`src/rtl/boot_ldr_pkg.sv`:
```
package boot_ldr_pkg;
  typedef enum logic [1:0] {
    PH_BOOT = 2'd0,
    PH_LEN  = 2'd1,
    PH_BODY = 2'd2,
    PH_DONE = 2'd3
  } phase_t;
endpackage

```
`src/rtl/boot_first_pick.sv`:
```
module boot_first_pick #(
  parameter int N_REQ = 4,
  localparam int IDX_W = (N_REQ > 1) ? $clog2(N_REQ) : 1
) (
  input  logic [N_REQ-1:0] req,
  output logic [N_REQ-1:0] grant,
  output logic [IDX_W-1:0] idx,
  output logic             any
);
  function automatic logic [IDX_W-1:0] lowest_set(input logic [N_REQ-1:0] v);
    logic [IDX_W-1:0] r;
    r = '0;
    for (int k = N_REQ - 1; k >= 0; k--) begin
      if (v[k]) r = IDX_W'(k);
    end
    return r;
  endfunction

  assign any   = |req;
  assign idx   = lowest_set(req);
  assign grant = any ? (N_REQ'(1) << idx) : '0;
endmodule

```
`src/rtl/boot_load_counter.sv`:
```
module boot_load_counter #(
  parameter int ADDR_W = 16,
  parameter int LEN_W  = 8,
  parameter logic [ADDR_W-1:0] BASE = '0
) (
  input  logic              clk,
  input  logic              rst_n,
  input  logic              load,
  input  logic [LEN_W-1:0]  len,
  input  logic              step,
  output logic [ADDR_W-1:0] addr,
  output logic              last
);
  logic [LEN_W-1:0]  left_q;
  logic [ADDR_W-1:0] addr_q;

  function automatic logic [ADDR_W-1:0] bump(input logic [ADDR_W-1:0] a);
    return a + ADDR_W'(1);
  endfunction

  always_ff @(posedge clk) begin
    if (!rst_n) begin
      left_q <= '0;
      addr_q <= BASE;
    end else if (load) begin
      left_q <= len;
      addr_q <= BASE;
    end else if (step) begin
      left_q <= left_q - LEN_W'(1);
      addr_q <= bump(addr_q);
    end
  end

  assign addr = addr_q;
  assign last = (left_q == LEN_W'(1));

  assert_no_underflow_R6: assert property (@(posedge clk) disable iff (!rst_n)
    step |-> (left_q != '0));
endmodule

```
`src/rtl/boot_loader_ctrl.sv`:
```
module boot_loader_ctrl #(
  parameter int N_LINKS = 4,
  parameter int ADDR_W  = 16,
  parameter logic [ADDR_W-1:0] LOAD_ADDR = 16'h0200,
  localparam int IDX_W = (N_LINKS > 1) ? $clog2(N_LINKS) : 1,
  localparam logic [ADDR_W-1:0] ROM_ENTRY = {{(ADDR_W-1){1'b1}}, 1'b0}
) (
  input  logic                 clk,
  input  logic                 rst_n,
  input  logic                 boot_from_link,
  input  logic [N_LINKS-1:0]   link_valid,
  input  logic [8*N_LINKS-1:0] link_data,
  output logic [N_LINKS-1:0]   link_ack,
  output logic                 mem_we,
  output logic [ADDR_W-1:0]    mem_addr,
  output logic [7:0]           mem_wdata,
  output logic                 go_link,
  output logic                 go_rom,
  output logic [ADDR_W-1:0]    go_addr,
  output logic                 boot_done
);
  import boot_ldr_pkg::*;

  phase_t           phase_q;
  logic             mode_q;
  logic [IDX_W-1:0] owner_q;
  logic             go_link_q, go_rom_q, done_q;

  logic [N_LINKS-1:0] first_grant;
  logic [IDX_W-1:0]   first_idx;
  logic               first_any;
  logic [7:0]         len_byte;
  logic               len_take, body_take, last_byte;
  logic               owner_valid;

  boot_first_pick #(.N_REQ(N_LINKS)) u_pick (
    .req(link_valid), .grant(first_grant), .idx(first_idx), .any(first_any)
  );

  assign len_byte    = link_data[int'(first_idx)*8 +: 8];
  assign owner_valid = link_valid[owner_q];
  assign len_take    = (phase_q == PH_LEN) && first_any;
  assign body_take   = (phase_q == PH_BODY) && owner_valid;

  boot_load_counter #(.ADDR_W(ADDR_W), .LEN_W(8), .BASE(LOAD_ADDR)) u_cnt (
    .clk(clk), .rst_n(rst_n), .load(len_take), .len(len_byte),
    .step(body_take), .addr(mem_addr), .last(last_byte)
  );

  always_comb begin
    link_ack = '0;
    if (len_take)  link_ack = first_grant;
    if (body_take) link_ack = N_LINKS'(1) << owner_q;
  end

  assign mem_we    = body_take;
  assign mem_wdata = link_data[int'(owner_q)*8 +: 8];

  always_ff @(posedge clk) begin
    if (!rst_n) begin
      mode_q    <= boot_from_link;
      phase_q   <= PH_BOOT;
      owner_q   <= '0;
      go_link_q <= 1'b0;
      go_rom_q  <= 1'b0;
      done_q    <= 1'b0;
    end else begin
      go_link_q <= 1'b0;
      go_rom_q  <= 1'b0;
      unique case (phase_q)
        PH_BOOT: begin
          if (mode_q) phase_q <= PH_LEN;
          else begin
            go_rom_q <= 1'b1;
            done_q   <= 1'b1;
            phase_q  <= PH_DONE;
          end
        end
        PH_LEN: begin
          if (len_take) begin
            owner_q <= first_idx;
            if (len_byte == 8'd0) begin
              go_link_q <= 1'b1;
              done_q    <= 1'b1;
              phase_q   <= PH_DONE;
            end else phase_q <= PH_BODY;
          end
        end
        PH_BODY: begin
          if (body_take && last_byte) begin
            go_link_q <= 1'b1;
            done_q    <= 1'b1;
            phase_q   <= PH_DONE;
          end
        end
        default: ;
      endcase
    end
  end

  assign go_link   = go_link_q;
  assign go_rom    = go_rom_q;
  assign boot_done = done_q;
  assign go_addr   = mode_q ? LOAD_ADDR : ROM_ENTRY;

  assert_ack_onehot_R5: assert property (@(posedge clk) disable iff (!rst_n)
    $onehot0(link_ack));
  assert_ack_in_valid_R4: assert property (@(posedge clk) disable iff (!rst_n)
    (link_ack & ~link_valid) == '0);
  assert_write_acked_R5: assert property (@(posedge clk) disable iff (!rst_n)
    mem_we |-> link_ack[owner_q]);
  assert_addr_step_R6: assert property (@(posedge clk) disable iff (!rst_n)
    mem_we |=> (!mem_we || mem_addr == $past(mem_addr) + ADDR_W'(1)));
  assert_go_single_R7: assert property (@(posedge clk) disable iff (!rst_n)
    go_link |=> !go_link);
  assert_go_done_R7: assert property (@(posedge clk) disable iff (!rst_n)
    go_link |-> ($rose(boot_done) && go_addr == LOAD_ADDR));
  assert_rom_mode_R2: assert property (@(posedge clk) disable iff (!rst_n)
    go_rom |-> (!mode_q && go_addr == ROM_ENTRY));
  assert_done_sticky_R9: assert property (@(posedge clk) disable iff (!rst_n)
    boot_done |=> boot_done);
  assert_quiet_after_R9: assert property (@(posedge clk) disable iff (!rst_n)
    boot_done |-> (link_ack == '0 && !mem_we));
endmodule

```
`config.mk`:
```
export PLATFORM = sky130hd
export DESIGN_NAME = boot_loader_ctrl
export DESIGN_NICKNAME = d
export VERILOG_FILES = /design/src/rtl/boot_ldr_pkg.sv /design/src/rtl/boot_first_pick.sv /design/src/rtl/boot_load_counter.sv /design/src/rtl/boot_loader_ctrl.sv
export SDC_FILE = /design/constraint.sdc
export NUM_CORES = 1
export LEC_CHECK = 0
export ABC_AREA = 1
export BUFFER_PORTS_ARGS = -buffer_cell sky130_fd_sc_hd__clkbuf_2
export CAP_MARGIN = 20
export CELL_PAD_IN_SITES_DETAIL_PLACEMENT = 2
export CELL_PAD_IN_SITES_GLOBAL_PLACEMENT = 2
export CORE_ASPECT_RATIO = 1.1
export CORE_MARGIN = 1.5
export CORE_UTILIZATION = 28
export DETAILED_ROUTE_END_ITERATION = 8
export PLACE_DENSITY_LB_ADDON = 0.1
export SLEW_MARGIN = 20
export SYNTH_ARGS = -nofsm -noshare
export SYNTH_HDL_FRONTEND = slang
export SYNTH_SLANG_ARGS = --single-unit
export TNS_END_PERCENT = 30
```
`constraint.sdc`:
```
create_clock -name clk -period 3.8 [get_ports clk]
set_input_delay 0.57 -clock clk [delete_from_list [all_inputs] [get_ports clk]]
set_output_delay 0.57 -clock clk [all_outputs]
set_load 0.01 [all_outputs]
```
==> impl_metrics.yaml <==
critical_path:
  arrival_ns: 2.47
  path_cells: "nand2_1 -> o21ai_1 -> a21oi_1 -> nor2_2 -> buf_4 -> nand2_1 -> o31ai_1 -> clkbuf_2"
  critPathLaunchType: "register"
  reg2reg_setup_slack_ns: 1.36
  cp-end-kind: "output port"
  timing.rr.start: "owner_q[1]"
  cp_max_fo: 25
  r2r_end: "u_cnt.addr[7]"
  crit_path_top_delay_cell: "dfxtp_1"
  critPathRequiredTime_ns: 3.23
  reg2reg_depth: 9
  crit_path_frequent_cell: "nand2_1"
  crit_type: "reg -> out"
  cpPeakStageDelay_ns: 0.79
power:
  p_seq_share_pct: 30.4
  total_leakage_power_nw: 1.38
  ir_worst_vdd_v: 0.000136
  power.density_nw_per_um2: 511
  intPower_mw: 0.829
  clockPowerShare_pct: 19.8
  p_switching_mw: 0.698
  pwr-share-comb_pct: 49.8
  switching_share_pct: 45.7
clocking:
  clk_path_buf_depth: 2
  cts_root_buffer: "clkbuf_8"
  hold_buffers: 0
  cts.htree.levels: 2
  cts_sinks: 32
  clkLatencyLatePin_ns: 0.30
  clk_pin_slew_worst_paths_ns: 0.07
  post_cts_buffers: 0
  cts_tree: "done"
  cts_buffers: 5
  post_cts_resized: 0
timing:
  fin_skew_ns: 0.00423
  hold_viol: 0
  slew_headroom_pct: 48.2
  worst-slew-pin-transition_ns: 0.774
  drv_slew: 0
  grt_setup_unrepaired: "false"
  tns_ns: 0
  setup_ws_ns: 0.757
  fmaxAchievable_ghz: 0.329
  setup_viol: 0
  whs_ns: 0.454
  post-route-period-util_pct: 80.1
  final.min_clock_period_ns: 3.04
synth:
  synth_edf_count: 1
  synth_top_cell_by_area: "dfxtp_1"
  synth_area_leaders: "dfxtp_1 (25%), nand3_1 (16%), nand2_1 (13%), inv_1 (5.7%), buf_4 (4.8%)"
  synthCells: 391
  syn_area_per_cell_um2: 6.42
  synthesis.nets: 437
  synth_common_cells: "nand2_1 (86), nand3_1 (79), inv_1 (38), dfxtp_1 (31), nor2_1 (22)"
  netlist_area_um2: 2510
  yosysSeqAreaShare_pct: 25.9
  synthFlopType: "dfxtp_1"
  synth_seq_cells: 32
  synth_top_cell_area_share_pct: 24.7
  synth.distinct_cells: 42
  yosysMostFrequentCell: "nand2_1"
  synth-warning-count: 0
  synth-async-reset-ratio_pct: 0
hold_path:
  hold_class: "in -> reg"
  min_from: "boot_from_link"
  hold-path-endpoint: "mode_q"
  whs_path_depth: 1
finish:
  final_nets: 501
  drive_above_1_share_pct: 24.2
  syn_to_final_growth_pct: 19.0
  antenna_cells: 0
die:
  placementRows: 36
  core-area_um2: 8780
  die_h_um: 102
  dieArea_um2: 9550
  pin_count: 87
  dieWidth_um: 93.3
  start_util_pct: 28.6
global_route:
  grt_pass1_wl_mm: 14.6
  grt.overflow.total: 0
  antenna_found_initial: 0
  grt_max_degree: 26
  grt_pass1_vias: 2980
  grtUsageTotal_pct: 19.4
route:
  first_pass_iters: 4
  drtAntennaViolNets: 0
  vias: 2831
  wirelength_mm: 8.79
  routedWlPerCell_um: 15.4
  drc: 0
  avgViaCountPerCell: 4.98
  drt-initial-drc-count: 53
place:
  finalWeightedCongestion: 0.811
  io_buffer_count: 84
  dp_hpwl_mm: 7.01
  dp_slack_ns: 1.05
job:
  maxCapViolCount: 0
status:
  status: "finished clean"
==> per-layer routing <==
layer  share of wire (%)  vias up  global-route usage [%]  wire (um)
met4                 1.6        0                    5.83        141
met5                   0        -                       0          0
met1                  42     1341                    22.2       3720
met3                 3.9        9                    2.98        342
li1                    -     1409                       -          -
met2                  52       72                    36.7       4590
==> power groups by stage <==
stage	clock network, mW	registers [mW]	logic (mW)
2_1_floorplan	0	0.453	0.559
3_3_place_gp	0	0.471	0.751
3_5_place_dp	0	0.474	0.767
4_1_cts	0.311	0.466	0.778
5_1_grt	0.325	0.474	0.869
6_report	0.302	0.465	0.761
==> how the worst max path moves through the flow <==
| stage | startpoint | to | depth (start not counted) |
|---|---|---|---|
| 3_3_place_gp | link_valid[0] | link_ack[2] | 9 |
| 2_1_floorplan | link_valid[0] | link_ack[3] | 7 |
| 3_5_place_dp | owner_q[1] | link_ack[0] | 8 |
| 4_1_cts | owner_q[1] | link_ack[0] | 8 |
| 6_report | owner_q[1] | link_ack[0] | 8 |
| 5_1_grt | owner_q[1] | link_ack[0] | 8 |
==> layout make-up <==
type | instances | area, um^2
Fill cell | 1123 | 5800
Multi-Input combinational cell | 286 | 1490
Clock buffer | 7 | 96.3
Inverter | 44 | 170
Tap cell | 114 | 143
Sequential cell | 32 | 651
Timing Repair Buffer | 86 | 435
==> critical path: cells and delay by family (launching register included) <==
family                 cells  cell delay [ns]
AOI/OAI and AO/OA          3             0.37
DFF                        1             0.79
and+or+nand+nor            3             0.49
buffers and inverters      2             0.52
==> registers in the layout, indices dropped and copies added (netlist names) <==
name and count:
mode_q 1, u_cnt.addr 16, go_rom 1, owner_q 2
u_cnt.left_q 8, phase_q 2, boot_done 1, go_link 1
==> cell usage in the layout (no fill, tap or decap), types with 7 or more instances in the layout <==
cell	count
nand3_1	79
o21ai_0	14
ha_1	7
clkbuf_2	84
nor2_1	22
nand2_1	86
clkbuf_8	7
a21oi_1	19
inv_1	38
a22oi_1	7
dfxtp_1	31
==> logic make-up (layout without fill, tap and decap cells) <==
logic type / after synthesis / after routing / share of synthesized area [%]
xor+xnor: 10 / 10 / 3.49
simple gates: 211 / 211 / 38.7
other cells: 2 / 2 / 0.299
compound gates: 56 / 56 / 13.5
buf+inv: 73 / 137 / 14.6
fa+ha+maj: 7 / 7 / 3.49
flops: 32 / 32 / 25.9
==> through the flow <==
step	cells	power, mW	util [%]	cell area [um^2]
finish	569	1.53	34.0	2990
global route	569	1.67	34.0	2990
CTS	569	1.55	34.0	2990
detailed placement	562	1.24	32.9	2890
global placement	562	1.22	32.9	2890
floorplan	391	1.01	-	2510
No activity file was read; power rests on OpenSTA's default activity.
